### config.mk
export PLATFORM = sky130hd
export DESIGN_NAME = nvm_ctrl
export DESIGN_NICKNAME = d
export VERILOG_FILES = /design/src/rtl/nvm_pkg.sv /design/src/rtl/nvm_key_lock.sv /design/src/rtl/nvm_op_seq.sv /design/src/rtl/nvm_ctrl.sv
export SDC_FILE = /design/constraint.sdc
export NUM_CORES = 1
export LEC_CHECK = 0
export BUFFER_PORTS_ARGS = -buffer_cell sky130_fd_sc_hd__buf_2
export CELL_PAD_IN_SITES_DETAIL_PLACEMENT = 1
export CELL_PAD_IN_SITES_GLOBAL_PLACEMENT = 1
export CORE_MARGIN = 4
export CORE_UTILIZATION = 44
export DETAILED_ROUTE_END_ITERATION = 7
export GPL_TIMING_DRIVEN = 1
export PLACE_DENSITY_LB_ADDON = 0.1
export SLEW_MARGIN = 30
export SYNTH_ARGS = -nofsm -noshare
export SYNTH_HDL_FRONTEND = slang
export SYNTH_SLANG_ARGS = --single-unit
### constraint.sdc
create_clock -name clk -period 5.3 [get_ports clk]
set_input_delay 0.53 -clock clk [delete_from_list [all_inputs] [get_ports clk]]
set_output_delay 0.53 -clock clk [all_outputs]
set_load 0.02 [all_outputs]
### src/rtl/nvm_pkg.sv
package nvm_pkg;
  localparam logic [1:0] REG_CTRL = 2'd0;
  localparam logic [1:0] REG_KEY  = 2'd1;
  localparam logic [1:0] REG_ADDR = 2'd2;
  localparam logic [1:0] REG_DATA = 2'd3;

  localparam logic [1:0] WA_PLAIN = 2'd0;
  localparam logic [1:0] WA_SET   = 2'd1;
  localparam logic [1:0] WA_CLR   = 2'd2;
  localparam logic [1:0] WA_NONE  = 2'd3;

  localparam logic [3:0] OPC_NOP   = 4'd0;
  localparam logic [3:0] OPC_PROG  = 4'd1;
  localparam logic [3:0] OPC_ERASE = 4'd4;

  localparam int B_START = 15;
  localparam int B_WREN  = 14;
  localparam int B_WERR  = 13;
  localparam int B_LVERR = 12;

  localparam logic [31:0] KEY_A = 32'h0000_0000;
  localparam logic [31:0] KEY_B = 32'hAA99_6655;
  localparam logic [31:0] KEY_C = 32'h5566_99AA;

  typedef enum logic [1:0] {LK_WANT_A, LK_WANT_B, LK_WANT_C, LK_OPEN} lock_st_e;
  typedef enum logic [1:0] {SQ_IDLE, SQ_ISSUE, SQ_RUN, SQ_NOP} seq_st_e;

  function automatic logic [31:0] merge_write(input logic [1:0] fl,
                                              input logic [31:0] cur,
                                              input logic [31:0] wd);
    case (fl)
      WA_PLAIN: merge_write = wd;
      WA_SET:   merge_write = cur | wd;
      WA_CLR:   merge_write = cur & ~wd;
      default:  merge_write = cur;
    endcase
  endfunction

  function automatic logic op_legal(input logic [3:0] op);
    op_legal = (op == OPC_NOP) || (op == OPC_PROG) || (op == OPC_ERASE);
  endfunction
endpackage

### src/rtl/nvm_key_lock.sv
module nvm_key_lock
  import nvm_pkg::*;
(
  input  logic        clk,
  input  logic        rst_n,
  input  logic        key_wr,
  input  logic [31:0] key_data,
  input  logic        other_wr,
  input  logic        wren,
  output logic        unlocked
);
  lock_st_e st_q;
  lock_st_e st_adv;
  logic [31:0] want;

  always_comb begin
    case (st_q)
      LK_WANT_A: begin want = KEY_A; st_adv = LK_WANT_B; end
      LK_WANT_B: begin want = KEY_B; st_adv = LK_WANT_C; end
      LK_WANT_C: begin want = KEY_C; st_adv = LK_OPEN;   end
      default:   begin want = KEY_A; st_adv = LK_WANT_A; end
    endcase
  end

  always_ff @(posedge clk) begin
    if (!rst_n) begin
      st_q <= LK_WANT_A;
    end else if (other_wr) begin
      st_q <= LK_WANT_A;
    end else if (key_wr) begin
      if (wren && (st_q != LK_OPEN) && (key_data == want)) st_q <= st_adv;
      else st_q <= LK_WANT_A;
    end
  end

  assign unlocked = (st_q == LK_OPEN);

  // a non-key write always locks
  p_relock_r5: assert property (@(posedge clk) disable iff (!rst_n)
    other_wr |=> !unlocked);
  // opening only follows a key write with write-enable set
  p_open_order_r3: assert property (@(posedge clk) disable iff (!rst_n)
    $rose(unlocked) |-> $past(key_wr && wren && key_data == KEY_C));
endmodule

### src/rtl/nvm_op_seq.sv
module nvm_op_seq
  import nvm_pkg::*;
#(
  parameter int FADDR_W   = 24,
  parameter int PROG_LAT  = 8,
  parameter int ERASE_LAT = 40
) (
  input  logic               clk,
  input  logic               rst_n,
  input  logic               go,
  input  logic               reject,
  input  logic [3:0]         op,
  input  logic [FADDR_W-1:0] addr,
  input  logic [31:0]        data,
  input  logic               lv_low,
  input  logic               cmd_ready,
  output logic               busy,
  output logic               werr,
  output logic               lverr,
  output logic               cmd_valid,
  output logic [3:0]         cmd_op,
  output logic [FADDR_W-1:0] cmd_addr,
  output logic [31:0]        cmd_data
);
  localparam int MAX_LAT = (PROG_LAT > ERASE_LAT) ? PROG_LAT : ERASE_LAT;
  localparam int CNT_W   = $clog2(MAX_LAT + 1);
  localparam logic [CNT_W-1:0] PL = CNT_W'(PROG_LAT);
  localparam logic [CNT_W-1:0] EL = CNT_W'(ERASE_LAT);

  seq_st_e          st_q;
  logic [CNT_W-1:0] cnt_q;

  always_ff @(posedge clk) begin
    if (!rst_n) begin
      st_q     <= SQ_IDLE;
      cnt_q    <= '0;
      werr     <= 1'b0;
      lverr    <= 1'b0;
      cmd_op   <= '0;
      cmd_addr <= '0;
      cmd_data <= '0;
    end else begin
      case (st_q)
        SQ_IDLE: begin
          if (reject) begin
            werr <= 1'b1;
          end else if (go) begin
            if (!op_legal(op)) begin
              werr <= 1'b1;
            end else if (lv_low) begin
              lverr <= 1'b1;
            end else if (op == OPC_NOP) begin
              st_q <= SQ_NOP;
            end else begin
              cmd_op   <= op;
              cmd_addr <= addr;
              cmd_data <= (op == OPC_PROG) ? data : 32'd0;
              st_q     <= SQ_ISSUE;
            end
          end
        end
        SQ_ISSUE: begin
          if (cmd_ready) begin
            cnt_q <= (cmd_op == OPC_PROG) ? PL : EL;
            st_q  <= SQ_RUN;
          end
        end
        SQ_RUN: begin
          if (cnt_q <= 1) st_q <= SQ_IDLE;
          else cnt_q <= cnt_q - 1'b1;
        end
        default: begin
          werr  <= 1'b0;
          lverr <= 1'b0;
          st_q  <= SQ_IDLE;
        end
      endcase
    end
  end

  assign busy      = (st_q != SQ_IDLE);
  assign cmd_valid = (st_q == SQ_ISSUE);

  // command fields frozen under back-pressure
  p_cmd_hold_r6: assert property (@(posedge clk) disable iff (!rst_n)
    (cmd_valid && !cmd_ready) |=> (cmd_valid && $stable(cmd_op) &&
                                   $stable(cmd_addr) && $stable(cmd_data)));
  // supply-low abort
  p_lv_abort_r9: assert property (@(posedge clk) disable iff (!rst_n)
    (go && !reject && !busy && lv_low && op_legal(op)) |=> (!busy && lverr));
  // rejected start keeps busy low and flags the error
  p_reject_r4: assert property (@(posedge clk) disable iff (!rst_n)
    (reject && !busy) |=> (!busy && werr));
  // no-op ends cleanly next cycle
  p_nop_clear_r10: assert property (@(posedge clk) disable iff (!rst_n)
    (busy && !cmd_valid && $past(!busy)) |=> (!busy && !werr && !lverr));
  // completion counter never underflows
  p_cnt_range_r7: assert property (@(posedge clk) disable iff (!rst_n)
    (st_q == SQ_RUN) |-> (cnt_q != 0 && cnt_q <= CNT_W'(MAX_LAT)));
endmodule

### src/rtl/nvm_ctrl.sv
module nvm_ctrl
  import nvm_pkg::*;
#(
  parameter int FADDR_W   = 24,
  parameter int PROG_LAT  = 8,
  parameter int ERASE_LAT = 40
) (
  input  logic               clk,
  input  logic               rst_n,
  input  logic               wr_en,
  input  logic [1:0]         wr_reg,
  input  logic [1:0]         wr_alias,
  input  logic [31:0]        wr_data,
  input  logic [1:0]         rd_reg,
  output logic [31:0]        rd_data,
  input  logic               lv_low,
  output logic               busy,
  output logic               cmd_valid,
  input  logic               cmd_ready,
  output logic [3:0]         cmd_op,
  output logic [FADDR_W-1:0] cmd_addr,
  output logic [31:0]        cmd_data
);
  localparam int PAD_W = 32 - FADDR_W;

  logic [3:0]         op_q;
  logic               wren_q;
  logic [FADDR_W-1:0] addr_q;
  logic [31:0]        data_q;
  logic               werr, lverr, unlocked;
  logic [31:0]        ctrl_view, ctrl_new, addr_new, data_new;
  logic               live, start_try, start_ok, start_bad;

  assign ctrl_view = {16'd0, busy, wren_q, werr, lverr, 8'd0, op_q};
  assign live      = wr_en && !busy && (wr_alias != WA_NONE);
  assign ctrl_new  = merge_write(wr_alias, ctrl_view, wr_data);
  assign addr_new  = merge_write(wr_alias, {{PAD_W{1'b0}}, addr_q}, wr_data);
  assign data_new  = merge_write(wr_alias, data_q, wr_data);
  assign start_try = live && (wr_reg == REG_CTRL) && ctrl_new[B_START];
  assign start_ok  = start_try && unlocked && wren_q;
  assign start_bad = start_try && !start_ok;

  always_ff @(posedge clk) begin
    if (!rst_n) begin
      op_q   <= '0;
      wren_q <= 1'b0;
      addr_q <= '0;
      data_q <= '0;
    end else if (live) begin
      case (wr_reg)
        REG_CTRL: begin
          op_q   <= ctrl_new[3:0];
          wren_q <= ctrl_new[B_WREN];
        end
        REG_ADDR: addr_q <= addr_new[FADDR_W-1:0];
        REG_DATA: data_q <= data_new;
        default: ;
      endcase
    end
  end

  nvm_key_lock u_lock (
    .clk      (clk),
    .rst_n    (rst_n),
    .key_wr   (live && (wr_reg == REG_KEY)),
    .key_data (wr_data),
    .other_wr (live && (wr_reg != REG_KEY)),
    .wren     (wren_q),
    .unlocked (unlocked)
  );

  nvm_op_seq #(
    .FADDR_W   (FADDR_W),
    .PROG_LAT  (PROG_LAT),
    .ERASE_LAT (ERASE_LAT)
  ) u_seq (
    .clk       (clk),
    .rst_n     (rst_n),
    .go        (start_ok),
    .reject    (start_bad),
    .op        (ctrl_new[3:0]),
    .addr      (addr_q),
    .data      (data_q),
    .lv_low    (lv_low),
    .cmd_ready (cmd_ready),
    .busy      (busy),
    .werr      (werr),
    .lverr     (lverr),
    .cmd_valid (cmd_valid),
    .cmd_op    (cmd_op),
    .cmd_addr  (cmd_addr),
    .cmd_data  (cmd_data)
  );

  always_comb begin
    case (rd_reg)
      REG_CTRL: rd_data = ctrl_view;
      REG_ADDR: rd_data = {{PAD_W{1'b0}}, addr_q};
      REG_DATA: rd_data = data_q;
      default:  rd_data = 32'd0;
    endcase
  end

  // writes during an operation leave registers untouched
  p_busy_freeze_r8: assert property (@(posedge clk) disable iff (!rst_n)
    (busy && wr_en) |=> ($stable(addr_q) && $stable(data_q) && $stable(op_q)));
  // a locked start never raises busy
  p_locked_start_r4: assert property (@(posedge clk) disable iff (!rst_n)
    (start_try && !unlocked) |=> !busy);
  // a command is only offered while busy
  p_cmd_in_busy_r6: assert property (@(posedge clk) disable iff (!rst_n)
    cmd_valid |-> busy);
endmodule

Yosys cells after proc, flatten, opt, wreduce, memory -nomap -nowiden
Cells that the tools add are included.
- add/subtract/negate cells: 1
- multipliers: 0
- div/mod/pow operators: 0
- magnitude comparators: 1
- eq/ne operators: 29
- shift operators: 0
- multiplexer cells: 29
- bitwise gates (word level): 12
- reductions and logical operators: 35
- operators with widths (operator ; number):
    32-bit one-hot mux with 3 select lines ; 2
    24-bit one-hot mux with 3 select lines ; 1
    32-bit one-hot mux with 2 select lines ; 1
    16-bit one-hot mux with 3 select lines ; 1
    32-bit bitwise AND ; 1
    32-bit == test ; 1
    32-bit 2-to-1 mux ; 1
    32-bit inverter ; 1
    32-bit OR ; 1
    24-bit bitwise AND ; 1
    24-bit OR ; 1
    6-bit 2-to-1 mux ; 3
    16-bit bitwise AND ; 1
    2-bit == test, second input constant ; 8
    2-bit 2-to-1 mux ; 8
    16-bit OR ; 1
    3-bit AND reduction ; 5
    2-bit != test, second input constant ; 7
    2-bit one-hot mux with 3 select lines ; 2
    6-bit one-hot mux with 2 select lines ; 1
    6-bit AND reduction ; 2
    1-bit logical AND ; 11
    2-bit logical NOT ; 5
    2-bit by 1-bit == test with 1-bit output, second input constant ; 4
    17 further kinds ; 37
- register bits: 133
- bits in latches: 0
- bits in writable memories: 0
- memory bits (read-only): 0
- input bits: 43
- word-level logic and storage cells: 119
- memories kept: 0

Depth between registers and ports, before layout
Gate-level depths: netlist (run 1).
- depth in word-level cells: 12
- gate-level depth with buffers: 10

Cells and area by module
Synthesis (run 1) repeated with hierarchy kept, for this count alone.
- cells, all modules: 854
- area, all modules: 6595.1 sq um
- by module, submodules not included (module ; times used ; cells an instance ; area each (sq um)):
    nvm_ctrl ; 1 ; 469 ; 3505.9
    nvm_op_seq ; 1 ; 339 ; 2751.4
    nvm_key_lock ; 1 ; 46 ; 337.8

Worst setup path after synthesis (run 1)
Ideal clock, no wire load.
- path type: input port to flip-flop
- start point: input wr_alias[1]
- end point: register u_seq.cmd_addr[16]
- arrival: 2725 ps
- data required time: 5228 ps
- path slack: 2504 ps
- stages: 10
- path buffers: 3
- cells stage by stage: inv_1 -> ha_1 -> buf_6 -> or2_4 -> o32a_4 -> a2111oi_4 -> nor4b_1 -> clkbuf_4 -> buf_8 -> mux2i_1
- longest elaborated chain between the ends: 10
- RTL lines (element ; RTL line ; text):
    start, declared ; nvm_ctrl.sv:12 ; input logic [1:0] wr_alias,
    branches (longest 9 deep; another with 16-bit one-hot mux with 3 select lines) ; - ;
    6-bit AND reduction (no line) * ; - ;
    end signal, assigned ; nvm_op_seq.sv:56 ; cmd_addr <= addr;
    end, declared ; nvm_op_seq.sv:22 ; output logic [FADDR_W-1:0] cmd_addr,
Every way passes the cells marked *.
A chain may end at the register's enable or synchronous reset.

Worst setup path after layout (run 1)
- start point: input wr_alias[1]
- end point: register u_seq.cmd_addr[17]
Same word-level chain as after synthesis.

==> results by stage, run 1 <==
Status:
- The flow ran to the end, and the final reports show no timing, DRC or antenna violations.

Route:
- The detailed-route via count is 6637.
- In the final routed layout, each cell accounts on average for 18.51 microns.
- The DRC violation count after routing is 0.
- The count of nets left with antenna violations after detail routing is 0.
- Dividing the detail-routed via count by the number of cells gives 5.508.
- The detailed-routing iteration count for the pre-antenna-repair pass is 5.
- After detailed routing, the total wire length is 22.30 mm.
- After the first detailed-routing iteration, the DRC count stood at 282.

Worst setup path:
- The largest single stage delay on the critical path is 550 ps.
- At the worst endpoint, the arrival time is 3510 ps.
- The endpoint type of the worst setup path is a register.
- The critical path required time is 5640 ps.
- The number of cells on the worst reg-to-reg path is 8.
- In this run the worst path has a maximum fanout of 36.
- Tracing the worst setup path back leads to its startpoint at wr_alias[1].
- The terminus of the critical flop-to-flop path is u_seq.cmd_addr[17]$_SDFFE_PN0P_.
- The worst setup path is launched from an input pin.
- The cell with the largest stage delay on the worst path is buf_4.
- Traced cell by cell, the critical path runs through buf_2 > inv_1 > ha_1 > buf_4 > or2_4 > o32a_4 > a2111oi_4 > nor4b_2 > buf_4 > mux2i_1.
- Across all register-to-register paths, the minimum setup slack is 2350 ps.
- Following the worst setup path forward leads to its endpoint at u_seq.cmd_addr[17]$_SDFFE_PN0P_.
- The dominant cell type by count on the critical path is buf_4.
- The launching point of the worst reg2reg path is u_seq.st_q[0]$_SDFFE_PN0P_.
- By startpoint and endpoint, the worst setup path is classified as in -> reg.

Synthesis:
- The number of enable flip-flop cells after synthesis is 0.
- The Yosys step of the flow raised 0 warnings.
- The number of synthesized register bits is 133.
- The synthesized netlist occupies a cell area of 0.006959 sq mm.
- For this run, asynchronously set or reset flops after synthesis account for 0.
- The post-synthesis sequential area ratio is 0.3826.
- The most common flop cell mapped by yosys is dfxtp_1.
- The net count after synthesis is 937.
- The number of instances in the synthesized netlist is 880.
- In this run, distinct cell masters in the synthesized netlist total 54.
- Each instance of the synthesized netlist takes up on average 7.908 sq um.

CTS:
- The clock tree from TritonCTS is done.
- The clock-pin transition on the worst setup and hold timing paths is 60 ps.
- The CTS root buffer is clkbuf_16.
- The H-tree was split into 4 levels.
- The count of clock tree sinks is 133.
- The clock buffer count from CTS is 17.
- The clock passes through at most 2 buffers.
- Clock latency on the worst-skew pair, taken at its later pin, is 420 ps.
- Buffers inserted to repair hold after CTS numbered 0.
- The post-CTS setup-driven buffer insertion count is 0.
- The number of instances resized during post-cts repair is 0.

Hold path:
- The tightest min-delay check is of the in -> reg type.

Timing:
- The largest clock skew in the final design is 6.790 ps.
- The accumulated negative setup slack is 0 ps.
- Setup violations remaining at the end of the flow were counted as 0.
- The remaining max-slew budget at the tightest pin is 0.4884.
- Dividing the final minimum period by the clock period gives 0.5978.
- The final hold violation count is 0.
- The slew at the pin closest to its max-slew limit is 767.5 ps.
- The highest clock rate is 0.3156 GHz.
- The number of slew-limit violations in the final report was 0.
- The minimum clock period is 3168 ps.
- The smallest setup slack after layout is 2132 ps.
- Final hold analysis gives a worst-case slack of 415.9 ps.
- Setup repair after global routing left no endpoint under its margin.

Global route:
- The first-pass GRT wire length is 35.53 mm.
- The number of global-route vias before repair was 6781.
- For this run, the total global-route usage over all layers was measured as 0.2483.
- The initial antenna violation count is 0.
- The pin count of the biggest net entering global routing is 86.
- Summed over all layers, the global routing overflow is 0.

Die:
- The die boundary height is 133.8 microns.
- The floorplan die width is 133.8 microns.
- After floorplanning, the core was sized to cover 0.01537 sq mm.
- The number of top-level pins is 137.
- The row count is 45.
- The die covers 0.01789 sq mm.
- The initial utilization of the core area, before any placement, comes to 0.4527.

Cells and area:
- The number of antenna diodes in the final layout is 0.
- The area overhead of the layout relative to synthesis is 19.54%.
- The library cell used most frequently in the layout, excluding fill and tap cells, is buf_2.
- Measured on the finished design, the core utilization comes to 0.5412.
- The finished layout holds 1205 standard cells, fillers aside.
- In the final design database the tool counted 1039 nets.
- Summing all non-filler instances in the final layout gives an area of 0.008319 sq mm.
- The ratio of cells with drive above 1 in the final layout is 0.1992.
- The library cells used most frequently in the layout, excluding fill and tap cells, are 135 x buf_2, 133 x dfxtp_1, 126 x nand2_1.

Placed design:
- The cell area reported after detailed placement is 0.007665 sq mm.
- The number of input and output port buffers inserted is 136.
- The placement-stage worst setup slack is 1752 ps.
- Including well taps, the total number of placed cells is 1173.
- At the end of routability-driven placement, the weighted congestion stood at 0.8411.
- The wire-length estimate of the detail-placed layout is 14.65 mm.

Power and ir drop:
- The power density normalized to cell area is 334.4 mW/mm^2.
- The leakage dissipation is 3.435 nW.
- The sum of internal, switching and leakage power is 2.782 mW.
- VDD sags by at most 0.2161 mV.

Run:
- The total of max-cap violations is 0.
-- cells in the mapped netlist, types with 2 or more instances --
cell type | instances | area [sq um]
nand2_1 | 126 | 473.0
buf_12 | 5 | 100.1
nand3_1 | 7 | 35.03
nor2_1 | 108 | 405.4
nor4b_1 | 3 | 26.28
a21oi_1 | 117 | 585.6
a211oi_1 | 2 | 15.01
xnor2_1 | 3 | 26.28
nand3b_1 | 2 | 15.01
o21ai_0 | 60 | 300.3
clkbuf_1 | 47 | 176.4
mux2i_1 | 85 | 850.8
a31oi_1 | 4 | 25.02
buf_1 | 7 | 26.28
mux2_2 | 10 | 112.6
nor4_1 | 6 | 37.54
a22o_1 | 8 | 70.07
dfxtp_1 | 133 | 2663
or4_1 | 6 | 45.04
ha_1 | 14 | 175.2
and2_1 | 3 | 18.77
nand4_1 | 9 | 56.30
nand2b_1 | 2 | 12.51
o32a_1 | 2 | 20.02
or2_2 | 2 | 12.51
nor2b_1 | 27 | 168.9
nor3_1 | 8 | 40.04
inv_1 | 38 | 142.6
nor3b_1 | 2 | 15.01
and3_1 | 9 | 56.30
a32o_1 | 2 | 20.02
-- state kept, by name, summed over array words and instances (netlist names) --
name and flops:
data_q 32, u_seq.cmd_data 32, addr_q 24, u_seq.cmd_addr 24, u_seq.cnt_q 6, op_q 4
u_seq.cmd_op 4, u_lock.st_q 2, u_seq.st_q 2, u_seq.lverr 1, u_seq.werr 1, wren_q 1
-- cells by family after synthesis --
family	share of synthesized area
multiplexers	0.1384
AO/OA/AOI/OAI	0.1724
flip-flops	0.3826
adder cells (fa/ha/maj)	0.02517
AND/OR/NAND/NOR	0.2075
XOR/XNOR	0.005035
buffers and inverters	0.06886
-- worst max-delay path: cells and delay by family --
kind | cells | cell delay (ps)
fa+ha+maj | 1 | 180
mux | 1 | 270
buf+inv | 4 | 990
compound gates | 2 | 820
simple gates | 2 | 660
-- power by group --
part           total [mW]  switching, mW  internal (mW)
Combinational       0.438          0.283          0.156
Sequential           1.07         0.0321           1.04
Clock                1.27          0.438          0.834
-- metal layers --
metal / global-route usage / vias up / wire length (microns)
li1: - / 3218 / -
met1: 0.3080 / 3260 / 9797
met2: 0.4399 / 135 / 11270
met3: 0.04947 / 24 / 895
met4: 0.06400 / 0 / 341
met5: 0 / - / 0
-- layout make-up --
| cell class | count | area (sq um) |
|---|---|---|
| flip-flops and latches | 133 | 2663 |
| well taps | 211 | 264.0 |
| clock inverters | 8 | 146.4 |
| fillers | 1953 | 7052 |
| repair buffers | 145 | 763.2 |
| multi-input cells | 647 | 3852 |
| clock buffers | 23 | 488.0 |
| inverters | 38 | 142.6 |
-- worst min-delay path by stage --
stage,startpoint,end,slack [ps],depth (start not counted)
floorplan,u_seq.werr$_SDFFE_PN0P_,u_seq.werr$_SDFFE_PN0P_,440,2
global placement,u_seq.cmd_data[29]$_SDFFE_PN0P_,u_seq.cmd_data[29]$_SDFFE_PN0P_,440,2
detailed placement,u_seq.cmd_data[16]$_SDFFE_PN0P_,u_seq.cmd_data[16]$_SDFFE_PN0P_,440,2
CTS,wr_data[31],data_q[31]$_SDFFE_PN0P_,400,3
global route,wr_data[31],data_q[31]$_SDFFE_PN0P_,420,3
finish,wr_data[27],data_q[27]$_SDFFE_PN0P_,420,3
Note: power is estimated with default switching activity, not from simulation.
==> run 2, diff against run 1 <==
--- a/config.mk
+++ b/config.mk
@@ -5,11 +5,12 @@
 export SDC_FILE = /design/constraint.sdc
 export NUM_CORES = 1
 export LEC_CHECK = 0
+export ABC_AREA = 1
 export BUFFER_PORTS_ARGS = -buffer_cell sky130_fd_sc_hd__buf_2
 export CELL_PAD_IN_SITES_DETAIL_PLACEMENT = 1
 export CELL_PAD_IN_SITES_GLOBAL_PLACEMENT = 1
 export CORE_MARGIN = 4
-export CORE_UTILIZATION = 44
+export CORE_UTILIZATION = 35
 export DETAILED_ROUTE_END_ITERATION = 7
 export GPL_TIMING_DRIVEN = 1
 export PLACE_DENSITY_LB_ADDON = 0.1
==> constraint.sdc (replaced) <==
create_clock -name clk -period 2.56 [get_ports clk]
set_input_delay 0.256 -clock clk [delete_from_list [all_inputs] [get_ports clk]]
set_output_delay 0.256 -clock clk [all_outputs]
set_load 0.02 [all_outputs]
==> results by stage, run 2 <==
Status:
- Status: complete, no violations (unchanged).

CTS:
- The count of hold-fix buffers inserted at cts came to 0 (unchanged).
- The number of instances resized during post-cts repair is 0 (unchanged).
- The CTS root buffer is clkbuf_16 (unchanged).
- The maximum root-to-sink buffer count was 2 (unchanged).
- The clock insertion delay at the later pin of the skew report came to 420 ps (about the same).
- The count of clock tree sinks is 133 (unchanged).
- The post-CTS setup-driven buffer insertion count was 0 (unchanged).
- The clock tree from TritonCTS was done (unchanged).
- The clock-pin transition on the worst setup and hold timing paths is 60 ps (about the same).
- The clock buffer count from CTS is 17 (unchanged).
- The number of H-tree branching levels was 4 (unchanged).

Worst setup path:
- The terminus of the critical flop-to-flop path is u_seq.cmd_data[16]$_SDFFE_PN0P_ (was u_seq.cmd_addr[17]$_SDFFE_PN0P_).
- The largest driver fanout on the critical path is 62 (was 36).
- The critical path launch point type is a register (was input pin).
- The register-to-register setup slack came to 320 ps (was 2350 ps).
- The critical path class was reg -> reg (was in -> reg).
- The endpoint type of the worst setup path is a register (unchanged).
- The cell depth of the worst flop-to-flop path was 12 (was 8).
- The data arrival time of the worst path is 2600 ps (was 3510 ps).
- The critical path required time is 2920 ps (was 5640 ps).
- The launching point of the worst reg2reg path is u_seq.st_q[0]$_SDFFE_PN0P_ (unchanged).

Timing:
- Counting I/O delays and the setup requirement, the final critical path takes 2238 ps.
- The largest clock skew in the final design is 7.352 ps (was 6.790 ps).
- The portion of the clock cycle consumed by the worst path in the final layout is 0.8740.
- The post-route worst hold slack is 133.4 ps (was 415.9 ps).
- The accumulated negative setup slack was 0 ps (unchanged).
- The number of slew-limit violations in the final report came to 0 (unchanged).
- The remaining max-slew budget at the tightest pin is 0.4575 (was 0.4884).
- The slew at the pin closest to its max-slew limit is 812.9 ps (was 767.5 ps).
- For this run, the top clock speed supported by timing is 0.4469 GHz.
- The final hold violation count came to 0 (unchanged).
- RSZ-0062 raised after global routing: no (unchanged).
- The final setup violation count came to 0 (unchanged).

Placed design:
- The cell area reported after detailed placement came to 0.007994 sq mm (was 0.007665 sq mm).
- The placed wire-length estimate after detailed placement is 17.42 mm (was 14.65 mm).
- The routability congestion estimate is 0.8674 (was 0.8411).
- The number of input and output port buffers inserted was 136 (unchanged).

Global route:
- The overall global routing resource usage is 0.2209 (was 0.2483).
- The first-pass GRT wire length is 38.79 mm (was 35.53 mm).
- The pin count of the biggest net entering global routing is 65 (was 86).
- The aggregate global routing overflow is 0 (unchanged).
- The number of global-route vias before repair is 7245 (was 6781).
- The initial antenna violation count came to 1 (was 0).

Die:
- The area of the placeable core is 0.01959 sq mm (was 0.01537 sq mm).
- The total die area is 0.02232 sq mm (was 0.01789 sq mm).
- The number of top-level pins is 137 (unchanged).
- The initial standard-cell utilization of the core is 0.3572 (was 0.4527).
- The floorplan die width is 149.4 microns (was 133.8 microns).
- The die boundary height was 149.4 microns (was 133.8 microns).
- The row count is 51 (was 45).

Route:
- The detailed-routing iteration count for the pre-antenna-repair pass came to 4 (was 5).
- The average wire per standard cell was 16.75 microns (was 18.51 microns).
- The detailed-route via count came to 7220 (was 6637).
- The count of routing violations after the opening detailed-route iteration was 373 (was 282).
- The count of nets left with antenna violations after detail routing was 0 (unchanged).
- The total routed wirelength came to 24.39 mm (was 22.30 mm).
- The DRC violation count after routing is 0 (unchanged).
- The detailed-route vias per instance is 4.959 (was 5.508).

Cells and area:
- The leading cell type in the layout, fill and taps excluded is nand2_1 (was buf_2).
- The footprint of the flip-flops and latches is 0.002663 sq mm (unchanged).
- The ratio of cells with drive above 1 in the final layout is 0.1975 (was 0.1992).
- Leading registers by flop count: data_q (32), u_seq.cmd_data (32) (unchanged).
- The combined area of the multi-input logic cells is 0.003543 sq mm (was 0.003852 sq mm).
- The number of filler instances in the final layout is 2605 (was 1953).
- The post-layout instance area came to 0.008681 sq mm (was 0.008319 sq mm).
- Top library cells by usage in the layout, fill and taps aside: 249 x nand2_1, 163 x nor2_1, 136 x buf_2 (was 135 x buf_2, 133 x dfxtp_1, 126 x nand2_1).
- The end-of-flow core utilization is 0.4431 (was 0.5412).
- The post-layout net count is 1234 (was 1039).
- The area overhead of the layout relative to synthesis came to 24.07% (was 19.54%).

Power and ir drop:
- The worst voltage drop across the vdd grid is 0.4523 mV (was 0.2161 mV).
- The power density normalized to cell area is 646.5 mW/mm^2 (was 334.4 mW/mm^2).
- The sum of internal, switching and leakage power is 5.612 mW (was 2.782 mW).
- The leakage dissipation came to 3.937 nW (was 3.435 nW).

Synthesis:
- The dominant cell by count in the synthesized netlist is nand2_1 (was dfxtp_1).
- The post-synthesis cell type count is 35 (was 54).
- The post-synthesis sequential area ratio is 0.3805 (was 0.3826).
- Area contributors post-synth: dfxtp_1 38%, nand2_1 13%, nor2_1 8.7% (was dfxtp_1 38%, mux2i_1 12%, a21oi_1 8.4%).
- The net count after synthesis is 1112 (was 937).
- The portion of synthesized cell area occupied by the leading cell type is 0.3805 (was 0.3826).
- The mean instance size in the synthesized netlist came to 6.632 sq um (was 7.908 sq um).
- The synthesis warning total came to 0 (unchanged).
- The most common flop cell mapped by yosys is dfxtp_1 (unchanged).
- The number of synthesized register bits is 133 (unchanged).
- The fraction of registers with async set/reset is 0 (unchanged).
- The library cell occupying the most area in the post-synthesis netlist was dfxtp_1 (unchanged).
- The number of enable flip-flop cells after synthesis was 0 (unchanged).
- The mapped cell area is 0.006997 sq mm (was 0.006959 sq mm).
- Most common library cells after synthesis: 250 x nand2_1, 163 x nor2_1, 133 x dfxtp_1 (was 133 x dfxtp_1, 126 x nand2_1, 117 x a21oi_1).
- The number of instances in the synthesized netlist came to 1055 (was 880).

Hold path:
- The hold path depth is 3 (unchanged).
- The type of the tightest min-delay check is in -> reg (unchanged).
- The worst min-delay path endpoint was addr_q[11]$_SDFFE_PN0P_ (was data_q[27]$_SDFFE_PN0P_).
- The origin of the worst min-delay path is wr_data[11] (was wr_data[27]).

Run:
- The total of max-cap violations is 0 (unchanged).
==> run 2: changes by cell type after synthesis, moves of 10 or more <==
cell      change
o21ai_0      +14
o22ai_1      +15
buf_2        +13
nor2_1       +55
clkbuf_1     -17
nor2b_1      -27
inv_1        +93
mux2i_1      -85
a21oi_1      -47
mux2_2       -10
nand2_1     +124
a221oi_1     +42
nor2_2       +23
==> run 2: power by group <==
| part | leakage (nW) | switching, mW | total (mW) | internal (mW) |
|---|---|---|---|---|
| clock network | 0.332 | 1.02 | 2.88 | 1.87 |
| logic | 2.53 | 0.410 | 0.594 | 0.184 |
| registers | 1.08 | 0.0292 | 2.14 | 2.11 |
| total | 3.94 | 1.45 | 5.61 | 4.16 |
==> run 2: critical path, cell delays in order, from the launching register on <==
cell	delay (ps)
dfxtp_1	320
inv_1	100
ha_1	280
nand3_2	140
nor3_4	200
nand3_2	160
clkinv_1	70
nand3_1	120
nor2_4	170
buf_12	270
buf_4	190
nor2_2	40
nor2_2	80
==> run 2: how the worst max path moves through the flow <==
stage / start / to / slack, ps / cells past startpoint
after detailed placement: wr_alias[0] / u_seq.cmd_data[17]$_SDFFE_PN0P_ / 170 / 15
after global placement: wr_alias[0] / u_seq.cmd_op[0]$_SDFFE_PN0P_ / 230 / 13
after floorplan: u_seq.st_q[0]$_SDFFE_PN0P_ / u_seq.cmd_op[2]$_SDFFE_PN0P_ / 660 / 14
final: u_seq.st_q[0]$_SDFFE_PN0P_ / u_seq.cmd_data[16]$_SDFFE_PN0P_ / 320 / 12
after global routing: u_seq.st_q[0]$_SDFFE_PN0P_ / u_seq.cmd_data[16]$_SDFFE_PN0P_ / 130 / 12
after CTS: u_seq.st_q[0]$_SDFFE_PN0P_ / u_seq.cmd_data[17]$_SDFFE_PN0P_ / 290 / 12
==> run 2: cell families after synthesis <==
logic type | after synthesis | synth area share
compound gates | 231 | 0.1990
fa+ha+maj | 14 | 0.02504
buf+inv | 197 | 0.1155
flops | 133 | 0.3805
simple gates | 480 | 0.2799
==> run 2: final cells by class <==
cell class | instances | area share
Inverter | 138 | 0.05967
Tap cell | 265 | 0.03820
Clock inverter | 14 | 0.02825
Timing Repair Buffer | 162 | 0.1081
Antenna cell | 1 | 0.0002883
Clock buffer | 18 | 0.05059
Multi-Input combinational cell | 725 | 0.4082
Sequential cell | 133 | 0.3067
==> run 2: per-layer routing <==
metal,track usage,vias up,part of all wire
met3,0.03555,23,0.039
met4,0.05584,0,0.015
met1,0.3069,3392,0.48
li1,-,3656,-
met2,0.3586,149,0.46
met5,0,-,0
==> run 2: through the flow <==
stage,std cells,worst slack [ps]
floorplan,1055,656.0
global placement,1423,233.1
detailed placement,1423,173.6
CTS,1455,287.1
global route,1456,129.9
finish,1456,322.4
==> run 3, diff against run 2 <==
--- a/config.mk
+++ b/config.mk
@@ -7,13 +7,10 @@
 export LEC_CHECK = 0
 export ABC_AREA = 1
 export BUFFER_PORTS_ARGS = -buffer_cell sky130_fd_sc_hd__buf_2
-export CELL_PAD_IN_SITES_DETAIL_PLACEMENT = 1
-export CELL_PAD_IN_SITES_GLOBAL_PLACEMENT = 1
 export CORE_MARGIN = 4
-export CORE_UTILIZATION = 35
+export CORE_UTILIZATION = 40
 export DETAILED_ROUTE_END_ITERATION = 7
 export GPL_TIMING_DRIVEN = 1
-export PLACE_DENSITY_LB_ADDON = 0.1
 export SLEW_MARGIN = 30
 export SYNTH_ARGS = -nofsm -noshare
 export SYNTH_HDL_FRONTEND = slang
==> results by stage, run 3 (synthesis results as in run 2) <==
Status:
- Status: complete, no violations (unchanged).

Cells and area:
- The leading cell type in the layout, fill and taps excluded is nand2_1 (unchanged).
- Top library cells by usage in the layout, fill and taps aside: 249 x nand2_1, 163 x nor2_1, 136 x buf_2 (unchanged).
- Leading registers by flop count: data_q (32), u_seq.cmd_data (32) (unchanged).
- The post-layout instance area is 0.008524 sq mm (was 0.008681 sq mm).
- The number of filler instances in the final layout was 1788 (was 2605).
- The post-layout net count is 1224 (was 1234).
- The ratio of cells with drive above 1 in the final layout is 0.1898 (was 0.1975).
- The area overhead of the layout relative to synthesis came to 21.83% (was 24.07%).

Route:
- The count of nets left with antenna violations after detail routing came to 0 (unchanged).
- The detailed-route vias per instance is 5.009 (was 4.959).
- The detailed-route via count is 7042 (was 7220).
- The count of routing violations after the opening detailed-route iteration is 492 (was 373).
- The average wire per standard cell is 15.43 microns (was 16.75 microns).
- The DRC violation count after routing came to 0 (unchanged).
- The total routed wirelength is 21.70 mm (was 24.39 mm).
- The detailed-routing iteration count for the pre-antenna-repair pass is 5 (was 4).

Placed design:
- The routability congestion estimate is 0.9209 (was 0.8674).
- The cell area reported after detailed placement is 0.007894 sq mm (was 0.007994 sq mm).
- The placed wire-length estimate after detailed placement is 15.01 mm (was 17.42 mm).
- The number of input and output port buffers inserted is 136 (unchanged).

CTS:
- The post-CTS setup-driven buffer insertion count is 0 (unchanged).
- The clock insertion delay at the later pin of the skew report was 420 ps (about the same).
- The number of instances resized during post-cts repair came to 0 (unchanged).
- The maximum root-to-sink buffer count is 2 (unchanged).
- The clock buffer count from CTS is 17 (unchanged).
- The clock tree from TritonCTS is done (unchanged).
- The CTS root buffer is clkbuf_16 (unchanged).
- The clock-pin transition on the worst setup and hold timing paths came to 60 ps (about the same).
- The count of hold-fix buffers inserted at cts is 0 (unchanged).
- The number of H-tree branching levels is 4 (unchanged).
- The count of clock tree sinks is 133 (unchanged).

Timing:
- RSZ-0062 raised after global routing: no (unchanged).
- The accumulated negative setup slack was 0 ps (unchanged).
- The number of slew-limit violations in the final report came to 0 (unchanged).
- The highest clock rate is 0.4417 GHz (was 0.4469 GHz).
- The final hold violation count came to 0 (unchanged).
- The final setup violation count is 0 (unchanged).
- The remaining max-slew budget at the tightest pin was 0.4004 (was 0.4575).
- The portion of the clock cycle consumed by the worst path in the final layout is 0.8843 (was 0.8740).
- The slew at the pin closest to its max-slew limit is 898.5 ps (was 812.9 ps).
- The largest clock skew in the final design was 10.93 ps (was 7.352 ps).
- The minimum clock period is 2264 ps (was 2238 ps).
- The post-route worst hold slack came to 122.6 ps (was 133.4 ps).

Worst setup path:
- The cell with the largest stage delay on the worst path is dfxtp_1 (unchanged).
- The critical path launch point type is a register (unchanged).
- The critical path required time is 2880 ps (was 2920 ps).
- The endpoint type of the worst setup path is a register (unchanged).
- The data arrival time of the worst path is 2580 ps (was 2600 ps).
- The launching point of the worst reg2reg path is u_seq.st_q[0]$_SDFFE_PN0P_ (unchanged).
- The largest driver fanout on the critical path is 66 (was 62).
- Crit-path cells: inv_1 > ha_1 > nand3_2 > nor3_4 > nand3_2 > clkinv_1 > nand3_1 > nor2_4 > buf_12 > nand2_1 > nand2_1 > nor2_1 (was inv_1 > ha_1 > nand3_2 > nor3_4 > nand3_2 > clkinv_1 > nand3_1 > nor2_4 > buf_12 > buf_4 > nor2_2 > nor2_2).
- The terminus of the critical flop-to-flop path is u_seq.cmd_data[2]$_SDFFE_PN0P_ (was u_seq.cmd_data[16]$_SDFFE_PN0P_).
- The biggest cell delay along the critical path was 320 ps (about the same).
- The critical path endpoint was u_seq.cmd_data[2]$_SDFFE_PN0P_ (was u_seq.cmd_data[16]$_SDFFE_PN0P_).
- The cell depth of the worst flop-to-flop path was 12 (unchanged).
- The critical path class is reg -> reg (unchanged).
- The register-to-register setup slack was 300 ps (was 320 ps).
- The start point of the critical path is u_seq.st_q[0]$_SDFFE_PN0P_ (unchanged).

Global route:
- The aggregate global routing overflow is 0 (unchanged).
- The highest-utilization routing layer at the global route stage is met2 (unchanged).
- The met2 track utilization from global routing is 0.3511 (was 0.3586).
- The number of global-route vias before repair is 6618 (was 7245).
- The overall global routing resource usage is 0.2229 (was 0.2209).
- The initial antenna violation count is 1 (unchanged).
- The met3 track demand over resource came to 0.04677 (was 0.03555).
- The met1 demand-to-capacity share in global routing came to 0.3101 (was 0.3069).
- The first-pass GRT wire length came to 35.22 mm (was 38.79 mm).
- The pin count of the biggest net entering global routing is 67 (was 65).

Power and ir drop:
- The relative contribution of combinational cells to total power came to 0.108 (was 0.106).
- The power density normalized to cell area is 625.5 mW/mm^2 (was 646.5 mW/mm^2).
- The leakage dissipation was 3.858 nW (was 3.937 nW).
- The net switching power is 1.407 mW (was 1.455 mW).
- The design internal power is 3.925 mW (was 4.157 mW).
- The power share of the sequential group was 0.400 (was 0.380).
- The share of total power consumed by net switching is 0.2639 (was 0.2592).
- The worst voltage drop across the vdd grid is 0.4871 mV (was 0.4523 mV).
- The fraction of power consumed by the clock network is 0.492 (was 0.514).
- The sum of internal, switching and leakage power was 5.332 mW (was 5.612 mW).

Die:
- The area of the placeable core came to 0.01724 sq mm (was 0.01959 sq mm).
- The number of top-level pins is 137 (unchanged).
- The die boundary height is 140.3 microns (was 149.4 microns).
- The initial standard-cell utilization of the core is 0.4059 (was 0.3572).
- The row count was 48 (was 51).
- The total die area is 0.01967 sq mm (was 0.02232 sq mm).
- The floorplan die width is 140.3 microns (was 149.4 microns).

Run:
- The total of max-cap violations was 0 (unchanged).

Hold path:
- The type of the tightest min-delay check is in -> reg (unchanged).
run 3: changes by cell type in the layout (fill, tap and decap cells not counted), sizes merged:
cell	previous run	this run
bufinv	6	4
clkinvlp	1	4
buf	162	152
clkinv	4	3
run 3: critical path, delay by kind of cell, from the launching register on:
family | cells | cell delay, ps
buffers and inverters | 3 | 460
flip-flops | 1 | 320
AND/OR/NAND/NOR | 8 | 1070
adder cells (fa/ha/maj) | 1 | 270
run 3: worst min path at each step:
stage / start / endpoint / slack (ps) / cells after the start
6_report: wr_data[5] / addr_q[5]$_SDFFE_PN0P_ / 120 / 3
5_1_grt: wr_data[24] / data_q[24]$_SDFFE_PN0P_ / 130 / 3
4_1_cts: wr_data[5] / addr_q[5]$_SDFFE_PN0P_ / 110 / 3
3_5_place_dp: u_seq.cmd_op[3]$_SDFFE_PN0P_ / u_seq.cmd_op[3]$_SDFFE_PN0P_ / 460 / 2
3_3_place_gp: u_seq.cmd_op[1]$_SDFFE_PN0P_ / u_seq.cmd_op[1]$_SDFFE_PN0P_ / 460 / 2
2_1_floorplan: wr_data[0] / addr_q[0]$_SDFFE_PN0P_ / 420 / 2
run 3: area by class of cell:
type | count | area [sq um] | share of cell area
Antenna cell | 1 | 2.502 | 0.0002936
Clock buffer | 18 | 429.2 | 0.05034
Clock inverter | 14 | 198.9 | 0.02334
Inverter | 138 | 518.0 | 0.06077
Multi-Input combinational cell | 725 | 3543 | 0.4157
Sequential cell | 133 | 2663 | 0.3123
Tap cell | 225 | 281.5 | 0.03303
Timing Repair Buffer | 152 | 888.4 | 0.1042
run 3: power groups by stage:
stage	combinational (mW)	sequential (mW)	clock, mW
after global routing	0.645	2.14	2.75
after global placement	0.563	2.18	0
after detailed placement	0.569	2.18	0
after floorplan	0.365	2.17	0
final	0.576	2.13	2.62
after CTS	0.571	2.13	2.66
run 3: per-stage QoR:
| stage | cells | util | worst slack (ps) |
|---|---|---|---|
| 4_1_cts | 1405 | 0.4944 | 276.1 |
| 2_1_floorplan | 1055 | - | 656.0 |
| 5_1_grt | 1406 | 0.4946 | 101.0 |
| 6_report | 1406 | 0.4946 | 296.1 |
| 3_3_place_gp | 1373 | 0.4580 | 209.7 |
| 3_5_place_dp | 1373 | 0.4580 | 106.5 |
run 3: layer usage:
layer | vias to the layer above | share of wire | routed length [microns]
met5 | - | 0 | 0
met4 | 0 | 0.017 | 374
met3 | 31 | 0.068 | 1466
met2 | 249 | 0.45 | 9700
met1 | 3113 | 0.47 | 10160
li1 | 3649 | - | -
